===== src/rtl/mrp_pkg.sv =====
package mrp_pkg;

    typedef enum logic [1:0] {
        WID_8  = 2'b00,
        WID_16 = 2'b01,
        WID_32 = 2'b10
    } wid_e;

    typedef enum logic [2:0] {
        RG_NONE = 3'd0,
        RG_ROM  = 3'd1,
        RG_RAM  = 3'd2,
        RG_BOOT = 3'd3,
        RG_IO   = 3'd4
    } region_e;

    // window slots checked by the matcher array
    localparam int NWIN       = 5;
    localparam int WIN_ROM_LO = 0;
    localparam int WIN_ROM_HI = 1;
    localparam int WIN_RAM    = 2;
    localparam int WIN_BOOT   = 3;
    localparam int WIN_IO     = 4;

    typedef struct packed {
        logic rom;
        logic ram;
        logic boot;
        logic io;
        logic patch;
        logic err;
    } sel_t;

    function automatic region_e slot_region(input int idx);
        case (idx)
            WIN_ROM_LO, WIN_ROM_HI: return RG_ROM;
            WIN_RAM:                return RG_RAM;
            WIN_BOOT:               return RG_BOOT;
            WIN_IO:                 return RG_IO;
            default:                return RG_NONE;
        endcase
    endfunction

    function automatic logic is_memory(input region_e r);
        return (r == RG_ROM) || (r == RG_RAM) || (r == RG_BOOT);
    endfunction

endpackage


===== src/rtl/mrp_addr_mux.sv =====
module mrp_addr_mux #(
    parameter int ADDR_W = 24
) (
    input  logic [ADDR_W-1:0] cpu_addr,
    input  logic [ADDR_W-1:0] dma_addr,
    input  logic              dma_req,
    output logic [ADDR_W-1:0] eff_addr
);
    always_comb begin
        eff_addr = dma_req ? dma_addr : cpu_addr;
    end
endmodule


===== src/rtl/mrp_window_match.sv =====
module mrp_window_match #(
    parameter int          ADDR_W = 24,
    parameter int unsigned BASE   = 0,
    parameter int unsigned SIZE   = 1
) (
    input  logic [ADDR_W-1:0] addr,
    input  logic              enable,
    output logic              hit
);
    localparam logic [32:0] LO = 33'(BASE);
    localparam logic [32:0] HI = 33'(BASE) + 33'(SIZE);

    logic [32:0] wide;

    always_comb begin
        wide = 33'(addr);
        hit  = enable && (wide >= LO) && (wide < HI);
    end
endmodule


===== src/rtl/mrp_region_resolve.sv =====
module mrp_region_resolve
    import mrp_pkg::*;
#(
    parameter logic [1:0] BOOT_WID = 2'b10,
    parameter logic [1:0] IO_WID   = 2'b01
) (
    input  logic [NWIN-1:0] hits,
    input  logic [1:0]      rom_width,
    input  logic [1:0]      ram_width,
    output region_e         region,
    output logic [1:0]      width_code
);
    always_comb begin
        region = RG_NONE;
        for (int i = NWIN - 1; i >= 0; i--) begin
            if (hits[i]) region = slot_region(i);
        end
        case (region)
            RG_ROM:  width_code = rom_width;
            RG_RAM:  width_code = ram_width;
            RG_BOOT: width_code = BOOT_WID;
            RG_IO:   width_code = IO_WID;
            default: width_code = WID_8;
        endcase
    end
endmodule


===== src/rtl/mrp_patch_tracker.sv =====
module mrp_patch_tracker (
    input  logic clk,
    input  logic rst,
    input  logic patch_req,
    input  logic rom_hit,
    output logic redirect
);
    logic pend_q;

    always_ff @(posedge clk) begin
        if (rst) pend_q <= 1'b0;
        else     pend_q <= patch_req | (pend_q & ~rom_hit);
    end

    always_comb begin
        redirect = pend_q & rom_hit;
    end
endmodule


===== src/rtl/mrp_predecoder.sv =====
module mrp_predecoder
    import mrp_pkg::*;
#(
    parameter int          ADDR_W      = 24,
    parameter int unsigned ROM_LO_BASE = 32'h000000,
    parameter int unsigned ROM_HI_BASE = 32'h200000,
    parameter int unsigned ROM_SIZE    = 32'h0C0000,
    parameter int unsigned RAM_BASE    = 32'h100000,
    parameter int unsigned RAM_SIZE    = 32'h040000,
    parameter int unsigned BOOT_BASE   = 32'h0C0000,
    parameter int unsigned BOOT_SIZE   = 32'h010000,
    parameter int unsigned IO_BASE     = 32'h0F0000,
    parameter int unsigned IO_SIZE     = 32'h010000,
    parameter logic [1:0]  BOOT_WID    = 2'b10,
    parameter logic [1:0]  IO_WID      = 2'b01
) (
    input  logic              clk,
    input  logic              rst,
    input  logic [ADDR_W-1:0] cpu_addr,
    input  logic [ADDR_W-1:0] dma_addr,
    input  logic              dma_req,
    input  logic              rom_remap,
    input  logic [1:0]        rom_width,
    input  logic [1:0]        ram_width,
    input  logic              patch_req,
    output logic              sel_rom,
    output logic              sel_ram,
    output logic              sel_boot,
    output logic              sel_io,
    output logic              sel_patch,
    output logic              map_err,
    output logic [1:0]        width_code,
    output logic [ADDR_W-1:0] mem_addr
);
    localparam int unsigned WIN_BASE [NWIN] = '{ROM_LO_BASE, ROM_HI_BASE, RAM_BASE, BOOT_BASE, IO_BASE};
    localparam int unsigned WIN_SIZE [NWIN] = '{ROM_SIZE, ROM_SIZE, RAM_SIZE, BOOT_SIZE, IO_SIZE};
    localparam logic [ADDR_W-1:0] HI_OFFSET = ADDR_W'(ROM_HI_BASE);

    logic [ADDR_W-1:0] eff_addr;
    logic [NWIN-1:0]   win_en;
    logic [NWIN-1:0]   hits;
    region_e           region;
    logic              rom_hit;
    logic              redirect;
    sel_t              sel;

    mrp_addr_mux #(.ADDR_W(ADDR_W)) u_mux (
        .cpu_addr (cpu_addr),
        .dma_addr (dma_addr),
        .dma_req  (dma_req),
        .eff_addr (eff_addr)
    );

    always_comb begin
        win_en             = '1;
        win_en[WIN_ROM_LO] = ~rom_remap;
        win_en[WIN_ROM_HI] = rom_remap;
    end

    for (genvar g = 0; g < NWIN; g++) begin : g_win
        mrp_window_match #(
            .ADDR_W (ADDR_W),
            .BASE   (WIN_BASE[g]),
            .SIZE   (WIN_SIZE[g])
        ) u_match (
            .addr   (eff_addr),
            .enable (win_en[g]),
            .hit    (hits[g])
        );
    end

    mrp_region_resolve #(
        .BOOT_WID (BOOT_WID),
        .IO_WID   (IO_WID)
    ) u_resolve (
        .hits       (hits),
        .rom_width  (rom_width),
        .ram_width  (ram_width),
        .region     (region),
        .width_code (width_code)
    );

    assign rom_hit = (region == RG_ROM);

    mrp_patch_tracker u_patch (
        .clk       (clk),
        .rst       (rst),
        .patch_req (patch_req),
        .rom_hit   (rom_hit),
        .redirect  (redirect)
    );

    always_comb begin
        sel       = '0;
        sel.rom   = rom_hit & ~redirect;
        sel.patch = redirect;
        sel.ram   = (region == RG_RAM);
        sel.boot  = (region == RG_BOOT);
        sel.io    = (region == RG_IO) | (dma_req & is_memory(region));
        sel.err   = (region == RG_NONE);
    end

    always_comb begin
        if (rom_hit && rom_remap) mem_addr = eff_addr - HI_OFFSET;
        else                      mem_addr = eff_addr;
    end

    assign sel_rom   = sel.rom;
    assign sel_ram   = sel.ram;
    assign sel_boot  = sel.boot;
    assign sel_io    = sel.io;
    assign sel_patch = sel.patch;
    assign map_err   = sel.err;
endmodule


===== config.mk =====
export PLATFORM = sky130hd
export DESIGN_NAME = mrp_predecoder
export DESIGN_NICKNAME = d
export VERILOG_FILES = /design/src/rtl/mrp_pkg.sv /design/src/rtl/mrp_addr_mux.sv /design/src/rtl/mrp_window_match.sv /design/src/rtl/mrp_region_resolve.sv /design/src/rtl/mrp_patch_tracker.sv /design/src/rtl/mrp_predecoder.sv
export SDC_FILE = /design/constraint.sdc
export NUM_CORES = 1
export LEC_CHECK = 0
export BUFFER_PORTS_ARGS = -buffer_cell sky130_fd_sc_hd__buf_2
export CORE_MARGIN = 5
export CORE_UTILIZATION = 36
export CTS_CLUSTER_SIZE = 14
export DETAILED_ROUTE_END_ITERATION = 6
export MAX_ROUTING_LAYER = met4
export PLACE_DENSITY = 0.89
export SYNTH_ARGS = -nofsm -noshare
export SYNTH_HDL_FRONTEND = slang
export SYNTH_HIERARCHICAL = 1
export SYNTH_SLANG_ARGS = --single-unit

===== constraint.sdc =====
create_clock -name clk -period 5 [get_ports clk]
set_input_delay 0.5 -clock clk [delete_from_list [all_inputs] [get_ports clk]]
set_output_delay 0.5 -clock clk [all_outputs]
set_load 0.02 [all_outputs]

==> flow_summary_export.csv, run 1 <==
group,metric,value,unit
outcome,status,"finished clean",
detailed_routing,firstDrtPassIters,4,
power_and_ir_drop,cellPowerDensity,101,mW/mm^2
floorplanning,fp.dieH,56.1,um
global_route,overflow,0,
logic_synthesis,syn-instance-count,78,
logic_synthesis,synth_cell_types,32,
logic_synthesis,synth_warnings,6,
critical_path,required,4.50,ns
sta,fin_tns_setup,0,ns
final_layout,mostFrequentLayoutCells,"buf_2, mux2_4, inv_1",
power_and_ir_drop,p_clk_share,0,%
detailed_routing,wire_per_inst,13.7,um
sta,whs,0.467,ns
final_layout,layout_commonest_cell,"buf_2",
floorplanning,die_area,0.00314,sq mm
floorplanning,core,0.00200,sq mm
sta,setup_viol,0,
critical_path,cp-start-kind,"primary input",
final_layout,reg_top3,"u_patch/pend_q: 1 flops",
logic_synthesis,syn_avg_cell_area,9.80,sq um
placed_design,portBuffers,88,
power_and_ir_drop,combPwrFrac,92.6,%
power_and_ir_drop,p_switching,56.7,uW
logic_synthesis,synth_top_area_cell,"mux2_4",
final_layout,multi_input_area,678,sq um
floorplanning,die_x,56.1,um
cts,path_clk_slew,0,ns
sta,tightest_slew,0.617,ns
sta,skew,0,ns
global_route,antenna_found_initial,0,
flow_run,max-cap-violations,0,
final_layout,layout-drive-gt1-share,73.5,%
power_and_ir_drop,ir_drop,0.0458,mV
cts,cts_resized,0,
final_layout,diodes,0,
logic_synthesis,yosysTopAreaCellShare,41.2,%
sta,max_freq,255,MHz
critical_path,cp_data_arrival_time,3.42,ns
detailed_routing,drc,0,
cts,cts_hold_buf,0,
detailed_routing,drt_iter0_drc,8,
sta,finalHoldViolCount,0,
placed_design,place.gp.congestion,0.788,
floorplanning,io_pins,89,
final_layout,final_util,60.1,%
floorplanning,start_util,38.2,%
power_and_ir_drop,intPower,64.9,uW
worst_hold_path,hold_class,"reg2reg",
detailed_routing,routed_wl,2.64,mm
sta,rsz0062_at_grt,"false",
global_route,grt_usage,15.7,%
critical_path,cp-end-kind,"output pin",
sta,slew_violations,0,
critical_path,worst-path-max-fanout,9,
final_layout,register_area,20.0,sq um
sta,fin_crit_sh,78.4,%
floorplanning,placementRows,16,
logic_synthesis,synth_seq_area_share,2.62,%
logic_synthesis,synth-seq-cells,1,
global_route,grt_pass1_vias,925,
critical_path,path_class,"in2out",
detailed_routing,routed_via_density,4.93,
logic_synthesis,synth_area,764,sq um
power_and_ir_drop,leakage,0.693,nW
cts,clk_latency,0,ns
final_layout,nFillCells,188,
detailed_routing,vias,952,
global_route,grt_max_degree,18,
sta,layout_min_cycle_time,3.92,ns
global_route,grt_pass1_wl,4.10,mm
power_and_ir_drop,p_sw_share,46.6,%
sta,slew_headroom,58.4,%
detailed_routing,postRouteAntennaNets,0,
cts,post-cts-setup-buffers,0,
final_layout,largest_reg_flops,1,
final_layout,largest_register,"u_patch/pend_q",
power_and_ir_drop,p_seq_share,7.4,%
final_layout,nNetsFinal,226,
placed_design,hpwl,2.36,mm
final_layout,areaGrowthSynthToFinish,57.3,%
logic_synthesis,synth_area_leaders,"mux2_4, mux2_2, buf_12",
-- power groups by stage --
stage          logic [mW]  clock network, mW  registers (mW)
6_report            0.113                  0         0.00896
5_1_grt             0.121                  0         0.00911
4_1_cts             0.114                  0         0.00898
3_5_place_dp        0.113                  0         0.00898
3_3_place_gp        0.111                  0         0.00895
2_1_floorplan      0.0747                  0         0.00893
-- routing by layer --
layer	vias up	share of wire (%)	global-route usage [%]
li1	460	-	-
met1	432	36	15.9
met2	58	53	31.6
met3	2	11	3.25
met4	0	0.53	1.02
met5	-	0	-
-- logic make-up after synthesis --
kind of cell / after synthesis / share of synthesized area (%)
other cells: 1 / 0.491
simple gates: 30 / 26.2
mux: 27 / 49.9
flops: 1 / 2.62
buf+inv: 9 / 9.66
xor+xnor: 2 / 3.27
fa+ha+maj: 1 / 1.64
compound gates: 7 / 6.22
-- final cells by class --
class	count	share of cell area [%]
inverter	6	1.87
multi-input combinational	70	56.4
sequential	1	1.66
tap	27	2.81
timing repair buffer	89	37.3
-- final timing paths --
| path | from | endpoint | slack (ns) | cells after the start |
|---|---|---|---|---|
| worst min-delay path | u_patch/pend_q | u_patch/pend_q | 0.47 | 2 |
| worst min register to register | u_patch/pend_q | u_patch/pend_q | 0.47 | 2 |
| worst max-delay path | dma_req | sel_rom | 1.08 | 11 |
| worst max register to register | u_patch/pend_q | u_patch/pend_q | 4.44 | 2 |
-- synth_stat cells --
cell and instances:
a2bb2oi_1 1, or3b_1 2, mux2_4 21, nor3_1 5, mux2_2 5, conb_1 1
dfxtp_1 1, nand2b_1 2, xnor2_2 1, inv_1 6, mux2i_1 1, and3_1 2
a211oi_1 1, nand4_1 1, nor4b_1 1, o21a_1 1, xnor2_1 1, and4b_1 1
buf_6 1, or3_1 1, nor4bb_1 1, nor2_1 4, nand2_2 1, ha_1 1
nor4_1 1, and2_2 1, buf_12 2, o21ai_0 3, and4bb_4 1, nor4_2 2
nand2_1 4, a21oi_2 1
-- metrics by stage --
stage | area (sq um) | setup WS (ns) | cells | power [mW]
final | 1200 | 1.08 | 193 | 0.122
after detailed placement | 1200 | 1.13 | 193 | 0.122
after global placement | 1200 | 1.30 | 193 | 0.120
after floorplan | 772 | 1.23 | 80 | 0.0836
after global routing | 1200 | 0.894 | 193 | 0.130
after CTS | 1200 | 1.11 | 193 | 0.123
-- worst max-delay path, stage by stage --
cell and delay [ns]:
buf_2 0.24, mux2_2 0.44, or3b_1 0.38, nor4_2 0.12
or3b_1 0.40, nor3_1 0.47, nand2b_1 0.23, nor2_1 0.06
and2_2 0.20, nor3_1 0.16, buf_2 0.20
No activity file was read; power rests on OpenSTA's default activity.
==> run 2, diff against run 1 <==
Settings changed: ABC_AREA set to 1, CORE_UTILIZATION 36 to 31, PLACE_DENSITY 0.89 to 0.8.
Clock period 5 ns to 3.2 ns, I/O delays scaled along.
==> flow_summary_export.csv, run 2 <==
group,metric,value,unit
detailed_routing,vias,1233,
power_and_ir_drop,leakage,0.854,nW
critical_path,path_class,"in2out",
final_layout,layout-drive-gt1-share,41.9,%
sta,layout_min_cycle_time,2.57,ns
critical_path,timing.rr.start,"u_patch/pend_q",
sta,setup_viol,0,
placed_design,hpwl,2.46,mm
flow_run,max-cap-violations,0,
critical_path,cp-end-kind,"output pin",
logic_synthesis,synthArstFlopShare,0,%
power_and_ir_drop,cellPowerDensity,161,mW/mm^2
detailed_routing,drt_iter0_drc,44,
worst_hold_path,hold_class,"reg2reg",
global_route,grt_max_degree,25,
cts,cts_hold_buf,0,
global_route,overflow,0,
critical_path,cp-start-kind,"primary input",
logic_synthesis,synth_seq_area_share,2.48,%
logic_synthesis,netlist_top_cells_count,"nand2_1, inv_1, nor2_1",
final_layout,areaGrowthSynthToFinish,52.7,%
critical_path,worst-path-max-fanout,24,
worst_hold_path,holdPathEnd,"u_patch/pend_q",
final_layout,nNetsFinal,320,
global_route,grt_usage,13.8,%
logic_synthesis,synth_top_area_cell,"nand2_1",
floorplanning,die_x,61.0,um
logic_synthesis,synth_edf_count,0,
final_layout,register_area,20.0,sq um
floorplanning,fp.dieH,61.0,um
power_and_ir_drop,ir_drop,0.0668,mV
detailed_routing,firstDrtPassIters,3,
final_layout,mostFrequentLayoutCells,"nand2_1, buf_2, inv_1",
logic_synthesis,synth_cell_types,19,
logic_synthesis,synth-seq-cells,1,
detailed_routing,postRouteAntennaNets,0,
sta,slew_violations,0,
cts,post-cts-setup-buffers,0,
global_route,grt_pass1_wl,4.12,mm
final_layout,diodes,0,
detailed_routing,routed_via_density,4.25,
floorplanning,start_util,32.6,%
floorplanning,placementRows,18,
logic_synthesis,syn-instance-count,174,
detailed_routing,routed.top_layer,"met4",
final_layout,nFillCells,289,
power_and_ir_drop,p_sw_share,57.5,%
detailed_routing,wire_per_inst,9.62,um
placed_design,place.gp.congestion,0.813,
sta,fin_crit_sh,80.3,%
detailed_routing,wl_met2,1.36,mm
critical_path,reg2reg_depth,2,
final_layout,reg_top3,"u_patch/pend_q: 1 flops",
placed_design,dp_slack,0.615,ns
power_and_ir_drop,p_switching,114,uW
floorplanning,io_pins,89,
worst_hold_path,whs_path_depth,2,
critical_path,r2r-end,"u_patch/pend_q",
critical_path,cp_data_arrival_time,2.25,ns
logic_synthesis,synth_area,807,sq um
worst_hold_path,hp-start,"u_patch/pend_q",
power_and_ir_drop,p_clk_share,0,%
logic_synthesis,synth.most_common_cell,"nand2_1",
final_layout,largest_register,"u_patch/pend_q",
global_route,antenna_found_initial,0,
floorplanning,core,0.00248,sq mm
logic_synthesis,syn_avg_cell_area,4.64,sq um
sta,max_freq,389,MHz
power_and_ir_drop,combPwrFrac,92.9,%
cts,clk_latency,0,ns
power_and_ir_drop,intPower,84.1,uW
sta,rsz0062_at_grt,"false",
cts,cts_resized,0,
placed_design,portBuffers,88,
sta,setup_slack,0.631,ns
floorplanning,die_area,0.00372,sq mm
cts,path_clk_slew,0,ns
critical_path,r2r_slack,2.62,ns
detailed_routing,routed_wl,2.79,mm
final_layout,largest_reg_flops,1,
logic_synthesis,synth_warnings,6,
logic_synthesis,ys.flop_type,"dfxtp_1",
critical_path,required,2.88,ns
final_layout,final_util,49.7,%
logic_synthesis,yosysTopAreaCellShare,43.3,%
sta,skew,0,ns
logic_synthesis,synth_area_leaders,"nand2_1, inv_1, nand2_2",
final_layout,multi_input_area,633,sq um
detailed_routing,wl_met1,1.07,mm
outcome,status,"finished clean",
detailed_routing,wl_met3,335,um
sta,fin_tns_setup,0,ns
final_layout,layout_commonest_cell,"nand2_1",
power_and_ir_drop,p_seq_share,7.1,%
detailed_routing,drc,0,
global_route,grt_pass1_vias,1077,
sta,finalHoldViolCount,0,
-- run 2: routing by layer --
layer,vias up,track usage (%)
met1,495,15.8
met4,0,1.24
li1,687,-
met3,4,1.47
met5,-,-
met2,47,26.3
-- run 2: cell type report --
| type | count | share of cell area [%] |
|---|---|---|
| sequential | 1 | 1.62 |
| multi-input combinational | 147 | 51.4 |
| timing repair buffer | 89 | 36.3 |
| tap | 30 | 3.05 |
| inverter | 23 | 7.61 |
-- run 2: worst max path at each step --
stage,start,endpoint,slack [ns],depth (start not counted)
after CTS,dma_req,sel_rom,0.61,17
after global routing,dma_req,sel_io,0.34,15
after floorplan,dma_req,sel_rom,0.54,17
after detailed placement,dma_req,sel_rom,0.62,17
final,dma_req,sel_rom,0.63,17
after global placement,dma_req,sel_rom,0.66,17
-- run 2: through the flow --
| step | total power [mW] | std cells | hold slack, ns | cell area (sq um) |
|---|---|---|---|---|
| finish | 0.198 | 290 | 0.487 | 1230 |
| global route | 0.218 | 290 | 0.500 | 1230 |
| floorplan | 0.132 | 176 | 0.382 | 815 |
| CTS | 0.200 | 290 | 0.483 | 1230 |
| detailed placement | 0.199 | 290 | 0.482 | 1230 |
| global placement | 0.197 | 290 | 0.462 | 1230 |
-- run 2: power by group through the flow --
stage / Sequential [mW] / Combinational (mW) / Clock (mW)
finish: 0.0141 / 0.184 / 0
global route: 0.0142 / 0.204 / 0
CTS: 0.0141 / 0.186 / 0
detailed placement: 0.0141 / 0.185 / 0
global placement: 0.0141 / 0.183 / 0
floorplan: 0.0140 / 0.118 / 0
-- run 2: critical path: stages --
cell     delay (ns)
buf_2          0.18
inv_8          0.17
nand2_1        0.07
nand2_1        0.20
nor2_1         0.08
nand2_1        0.07
nor2_1         0.05
nor2_2         0.18
nand3_1        0.12
inv_1          0.16
inv_2          0.07
nand2_2        0.08
nor2_2         0.05
nand2_1        0.07
inv_1          0.04
nor3_1         0.14
buf_2          0.19
-- run 2: logic make-up (layout without fill, tap and decap cells) --
kind of cell    Yosys count  after routing  share of synthesized area, %
fa+ha+maj                 1              1                          1.55
buf+inv                  28            112                          20.0
other cells               1              3                         0.465
flops                     1              1                          2.48
simple gates            141            141                          73.8
compound gates            2              2                          1.71
